[src/rtl/clock_route_pkg.sv]
package clock_route_pkg;
  localparam int ADDR_W  = 12;
  localparam int DATA_W  = 16;
  localparam int SEL_W   = 4;
  localparam int N_OUT   = 4;
  localparam int N_EXT   = 4;
  localparam int PORT_W  = 2;
  localparam int N_SRC   = 1 << SEL_W;
  localparam int IDX_W   = 8;
  localparam int WIN_LO  = IDX_W;

  localparam logic [IDX_W-1:0] REG_CTL   = 8'd0;
  localparam logic [IDX_W-1:0] REG_SEL   = 8'd1;
  localparam logic [IDX_W-1:0] REG_SW    = 8'd2;
  localparam logic [IDX_W-1:0] REG_LATCH = 8'd4;
  localparam logic [IDX_W-1:0] REG_PIN   = 8'd5;
  localparam logic [IDX_W-1:0] REG_MODE  = 8'd6;
  localparam logic [IDX_W-1:0] REG_SYS   = 8'd63;

  typedef enum logic [2:0] {
    RD_NONE, RD_CTL, RD_SEL, RD_SW, RD_LATCH, RD_PIN, RD_MODE
  } rdSrc_e;

  typedef struct packed {
    logic   claim;
    logic   wrCtl;
    logic   wrSel;
    logic   wrSw;
    logic   wrLatch;
    logic   wrMode;
    logic   fireSys;
    rdSrc_e rdSrc;
  } ctrlStrobe_t;
endpackage

[src/rtl/clock_route_ctrl.sv]
module clock_route_ctrl
  import clock_route_pkg::*;
(
  input  logic [ADDR_W-1:0] busAddr,
  input  logic [DATA_W-1:0] busWrData,
  input  logic              busWr,
  output ctrlStrobe_t       strobe
);
  logic [IDX_W-1:0] regIdx;
  logic             inWindow;

  assign regIdx   = busAddr[IDX_W-1:0];
  assign inWindow = (busAddr[ADDR_W-1:WIN_LO] == '0);

  always_comb begin
    strobe         = '0;
    strobe.rdSrc   = RD_NONE;
    strobe.claim   = inWindow;
    if (inWindow) begin
      unique case (regIdx)
        REG_CTL:   strobe.rdSrc = RD_CTL;
        REG_SEL:   strobe.rdSrc = RD_SEL;
        REG_SW:    strobe.rdSrc = RD_SW;
        REG_LATCH: strobe.rdSrc = RD_LATCH;
        REG_PIN:   strobe.rdSrc = RD_PIN;
        REG_MODE:  strobe.rdSrc = RD_MODE;
        default:   strobe.rdSrc = RD_NONE;
      endcase
      strobe.wrCtl   = busWr && (regIdx == REG_CTL);
      strobe.wrSel   = busWr && (regIdx == REG_SEL);
      strobe.wrSw    = busWr && (regIdx == REG_SW);
      strobe.wrLatch = busWr && (regIdx == REG_LATCH);
      strobe.wrMode  = busWr && (regIdx == REG_MODE);
      strobe.fireSys = busWr && (regIdx == REG_SYS) && (busWrData == '0);
    end
  end
endmodule

[src/rtl/clock_source_mux.sv]
module clock_source_mux
  import clock_route_pkg::*;
(
  input  logic [N_SRC-1:0] srcVec,
  input  logic [SEL_W-1:0] sel,
  output logic             routed
);
  assign routed = srcVec[sel];
endmodule

[src/rtl/clock_route_dpath.sv]
module clock_route_dpath
  import clock_route_pkg::*;
(
  input  logic              clk,
  input  logic              rstN,
  input  ctrlStrobe_t       strobe,
  input  logic [DATA_W-1:0] busWrData,
  input  logic              busRd,
  output logic [DATA_W-1:0] busRdData,
  input  logic              oscClk,
  input  logic [N_EXT-1:0]  extClk,
  input  logic [1:0]        fpgaLine,
  input  logic [PORT_W-1:0] fpgaPortDir,
  input  logic [PORT_W-1:0] fpgaPortOut,
  input  logic [PORT_W-1:0] portPadIn,
  output logic [PORT_W-1:0] portPadOut,
  output logic [PORT_W-1:0] portPadOe,
  output logic [N_OUT-1:0]  routedClk,
  output logic              resetReq,
  output logic              ledTest,
  output logic              sysResetPulse
);
  localparam int SEL_TOT = SEL_W * N_OUT;
  localparam int USED    = 10;

  logic [1:0]        ctlReg;
  logic [SEL_TOT-1:0] selReg;
  logic [N_OUT-1:0]  swReg;
  logic [PORT_W-1:0] latchReg;
  logic [1:0]        modeReg;
  logic              sysPulseQ;

  always_ff @(posedge clk) begin
    if (!rstN) begin
      ctlReg    <= '0;
      selReg    <= '0;
      swReg     <= '0;
      latchReg  <= '0;
      modeReg   <= '0;
      sysPulseQ <= 1'b0;
    end else begin
      if (strobe.wrCtl)   ctlReg   <= busWrData[1:0];
      if (strobe.wrSel)   selReg   <= busWrData[SEL_TOT-1:0];
      if (strobe.wrSw)    swReg    <= busWrData[N_OUT-1:0];
      if (strobe.wrLatch) latchReg <= busWrData[PORT_W-1:0];
      if (strobe.wrMode)  modeReg  <= busWrData[1:0];
      sysPulseQ <= strobe.fireSys;
    end
  end

  assign resetReq      = ctlReg[0];
  assign ledTest       = ctlReg[1];
  assign sysResetPulse = sysPulseQ;

  // Port mode: bit 1 clear hands the port to the FPGA side.
  always_comb begin
    if (modeReg[1]) begin
      portPadOe  = {PORT_W{modeReg[0]}};
      portPadOut = latchReg;
    end else begin
      portPadOe  = fpgaPortDir;
      portPadOut = fpgaPortOut;
    end
  end

  genvar g;
  generate
    for (g = 0; g < N_OUT; g++) begin : g_route
      logic [N_SRC-1:0] srcVec;
      always_comb begin
        srcVec             = '0;
        srcVec[0]          = oscClk;
        srcVec[N_EXT:1]    = extClk;
        srcVec[5]          = swReg[g];
        srcVec[7:6]        = fpgaLine;
        srcVec[USED-1:8]   = portPadIn;
      end
      clock_source_mux mux_i (
        .srcVec (srcVec),
        .sel    (selReg[g*SEL_W +: SEL_W]),
        .routed (routedClk[g])
      );
    end
  endgenerate

  always_comb begin
    busRdData = '0;
    if (busRd && strobe.claim) begin
      unique case (strobe.rdSrc)
        RD_CTL:   busRdData[1:0]         = ctlReg;
        RD_SEL:   busRdData[SEL_TOT-1:0] = selReg;
        RD_SW:    busRdData[N_OUT-1:0]   = swReg;
        RD_LATCH: busRdData[PORT_W-1:0]  = latchReg;
        RD_PIN:   busRdData[PORT_W-1:0]  = portPadIn;
        RD_MODE:  busRdData[1:0]         = modeReg;
        default:  busRdData              = '0;
      endcase
    end
  end
endmodule

[src/rtl/clock_route_xbar.sv]
module clock_route_xbar
  import clock_route_pkg::*;
(
  input  logic              clk,
  input  logic              rstN,
  input  logic [ADDR_W-1:0] busAddr,
  input  logic [DATA_W-1:0] busWrData,
  input  logic              busWr,
  input  logic              busRd,
  output logic [DATA_W-1:0] busRdData,
  output logic              busClaim,
  input  logic              oscClk,
  input  logic [N_EXT-1:0]  extClk,
  input  logic [1:0]        fpgaLine,
  input  logic [PORT_W-1:0] fpgaPortDir,
  input  logic [PORT_W-1:0] fpgaPortOut,
  input  logic [PORT_W-1:0] portPadIn,
  output logic [PORT_W-1:0] portPadOut,
  output logic [PORT_W-1:0] portPadOe,
  output logic              clkPrimary,
  output logic              clkSecondary,
  output logic [1:0]        clkPanel,
  output logic              resetReq,
  output logic              ledTest,
  output logic              sysResetPulse
);
  ctrlStrobe_t        strobe;
  logic [N_OUT-1:0]   routedClk;

  clock_route_ctrl ctrl_i (
    .busAddr   (busAddr),
    .busWrData (busWrData),
    .busWr     (busWr),
    .strobe    (strobe)
  );

  clock_route_dpath dpath_i (
    .clk           (clk),
    .rstN          (rstN),
    .strobe        (strobe),
    .busWrData     (busWrData),
    .busRd         (busRd),
    .busRdData     (busRdData),
    .oscClk        (oscClk),
    .extClk        (extClk),
    .fpgaLine      (fpgaLine),
    .fpgaPortDir   (fpgaPortDir),
    .fpgaPortOut   (fpgaPortOut),
    .portPadIn     (portPadIn),
    .portPadOut    (portPadOut),
    .portPadOe     (portPadOe),
    .routedClk     (routedClk),
    .resetReq      (resetReq),
    .ledTest       (ledTest),
    .sysResetPulse (sysResetPulse)
  );

  assign busClaim     = strobe.claim;
  assign clkPrimary   = routedClk[0];
  assign clkSecondary = routedClk[1];
  assign clkPanel     = routedClk[3:2];
endmodule

[config.mk]
export PLATFORM = sky130hd
export DESIGN_NAME = clock_route_xbar
export DESIGN_NICKNAME = d
export VERILOG_FILES = /design/src/rtl/clock_route_pkg.sv /design/src/rtl/clock_route_ctrl.sv /design/src/rtl/clock_source_mux.sv /design/src/rtl/clock_route_dpath.sv /design/src/rtl/clock_route_xbar.sv
export SDC_FILE = /design/constraint.sdc
export NUM_CORES = 1
export LEC_CHECK = 0
export ABC_AREA = 1
export BUFFER_PORTS_ARGS = -buffer_cell sky130_fd_sc_hd__buf_2
export CORE_ASPECT_RATIO = 1.75
export CORE_UTILIZATION = 25
export CTS_CLUSTER_SIZE = 25
export DETAILED_ROUTE_END_ITERATION = 6
export REMOVE_ABC_BUFFERS = 1
export SYNTH_ARGS = -nofsm -noshare
export SYNTH_HDL_FRONTEND = slang
export SYNTH_SLANG_ARGS = --single-unit
[constraint.sdc]
create_clock -name clk -period 2.1 [get_ports clk]
set_input_delay 0.21 -clock clk [delete_from_list [all_inputs] [get_ports clk]]
set_output_delay 0.21 -clock clk [all_outputs]
set_load 0.005 [all_outputs]
==> flow_summary.ini <==
[outcome]
outcome = complete, no violations

[setup_path]
cp_slowest_cell = buf_4
setup.worst_path.end_class = output port
startpoint = busAddr[5]
critical_path_peak_fanout = 10
slowest_delay_ns = 0.16
cp.arrival_ns = 1.78
crit_required_ns = 1.89
worstSetupPathType = input pin to output port
cp_common_cell = nor2_4
reg2reg_from = dpath_i.selReg[0]
cp_cell_sequence = buf_2, nor2_4, nand2_4, inv_2, nand2_1, nand3_2, nand3_4, nor2_4, inv_2, nor2_4, inv_4, buf_4, nor3_2, buf_2
cp-start-kind = input pin

[cells_and_area]
area_growth_pct = 30.2
final_layout_size_suffix_gt1_frac = 0.320
antenna_cells = 0
final_cell_mix = buf_2, nand2_1, o21ai_0
finalNonFillerCells = 463
fin_nets = 421
fin_area_um2 = 2550
final_common_cell = buf_2

[clock_tree]
cts_made_buffers = 3
clockBufferDepth = 2
cts-root-buf = clkbuf_16
cts_tree = done
path_clk_slew_ns = 0.06
insertion_delay_ns = 0.26
postCtsHoldBufs = 0
cts_max_level = 1
cts.sinks = 27

[synth]
ys_warn_count = 0
syn_area_per_cell_um2 = 6.45
ys_seq_area_frac = 0.276
netlist_instances = 303
synth_seq_cells = 27
synth.distinct_cells = 27
synth_area_um2 = 1960

[route]
firstDrtPassIters = 4
drc = 0
wire_per_inst_um = 13.2
num_vias = 2246
wirelength_um = 6110
drtIter0Drc = 81
ant_nets = 0
routed_via_density = 4.85

[sta]
finalWorstPathRequiredPeriod_ns = 1.99
drv_slew = 0
whs_ns = 0.197
final-hold-violation-count = 0
max_slew_margin = 0.575
setup_slack_ns = 0.110
setup_tns_ns = 0
clock.fmax_ghz = 0.503
clock_skew_ns = 0
rsz0062_at_grt = false
setup_viol = 0
worst_pin_slew_ns = 0.637
timing.final.crit_share = 0.948

[floorplan]
die_h_um = 119
num_rows = 42
die_x_um = 68.9
ios = 73
start_util = 0.258
dieArea_um2 = 8190
core-area_um2 = 7570

[placement]
place_ws_ns = 0.0346
place_area_um2 = 2410
io_buffers = 72
place_inst = 456
hpwl_um = 4960
gp_congestion = 0.901

[power_and_ir_drop]
vdd_drop_max_uv = 295
leakage_nw = 1.07
p_per_area_nw_per_um2 = 428

[grt]
grt_max_degree = 28
grt_pass1_wl_um = 9520
grt_pass1_vias = 2081
grt.overflow.total = 0
antenna_found_initial = 0
gr-usage-all-layers = 0.152

[hold_path]
hp-class = input pin to flop
hold_start = busWrData[7]

[job]
max_cap_violations = 0
[where the power goes]
| part | internal [mW] | switching, mW |
|---|---|---|
| sequential | 0.512 | 0.0000963 |
| clock | 0.260 | 0.172 |
| combinational | 0.0587 | 0.0874 |
[Yosys cell counts, drive strengths merged]
cell	instances	area share
a21oi	35	0.090
a221oi	8	0.036
buf	3	0.013
clkbuf	10	0.019
dfxtp	27	0.28
inv	42	0.081
mux2	1	0.0058
nand2	51	0.10
nand3	15	0.047
nand4	8	0.026
nor2	39	0.098
nor3	11	0.051
nor3b	3	0.014
nor4	4	0.013
o21ai	42	0.11
o31ai	4	0.015
[metal layers]
metal / vias up / global-route usage / wire length (um)
met3: 8 / 0.0115 / 258
met5: - / 0 / 0
li1: 1175 / - / -
met2: 53 / 0.274 / 3240
met4: 0 / 0.0574 / 131
met1: 1010 / 0.177 / 2480
[timing repair]
item                                    4_1_cts  5_1_grt
endpoints found under the setup margin        0        8
endpoints found under the hold margin         0        0
resized for setup                             0       10
setup buffers                                 0        3
[final timing paths]
| path | slack (ns) | to | cells after the start |
|---|---|---|---|
| setup reg to reg | 1.26 | dpath_i.selReg[0] | 2 |
| setup / recovery | 0.11 | busRdData[14] | 14 |
| hold / removal | 0.20 | dpath_i.selReg[7] | 3 |
| hold reg to reg | 0.53 | dpath_i.selReg[2] | 2 |
[cells by family (layout without fill, tap and decap cells)]
logic type             Yosys count  in the layout  synth area share
AOI/OAI and AO/OA               89             89             0.254
buffers and inverters           55            127             0.113
DFF                             27             27             0.276
muxes                            1              1           0.00576
and+or+nand+nor                131            131             0.351
[state kept, by name (all words and copies together), names as in the netlist]
register and count:
dpath_i.selReg 16, dpath_i.ctlReg 2, dpath_i.swReg 4, dpath_i.latchReg 2, dpath_i.sysResetPulse 1, dpath_i.modeReg 2
[worst max-delay path: cells and delay by family]
kind | cells | cell delay (ns)
and+or+nand+nor | 8 | 0.90
buffers and inverters | 6 | 0.66
[final cells by class]
| type | instances | area, um2 |
|---|---|---|
| multi-input cells | 221 | 1230 |
| repair buffers | 81 | 428 |
| fillers | 897 | 5020 |
| inverters | 42 | 160 |
| flip-flops and latches | 27 | 541 |
| well taps | 88 | 110 |
| clock buffers | 4 | 78.8 |
[stage by stage]
step | util | total power, mW
after global routing | 0.336 | 1.13
final | 0.336 | 1.09
after detailed placement | 0.318 | 0.665
after global placement | 0.318 | 0.664
after floorplan | - | 0.579
after CTS | 0.329 | 1.10
Note: power is estimated with default switching activity, not from simulation.
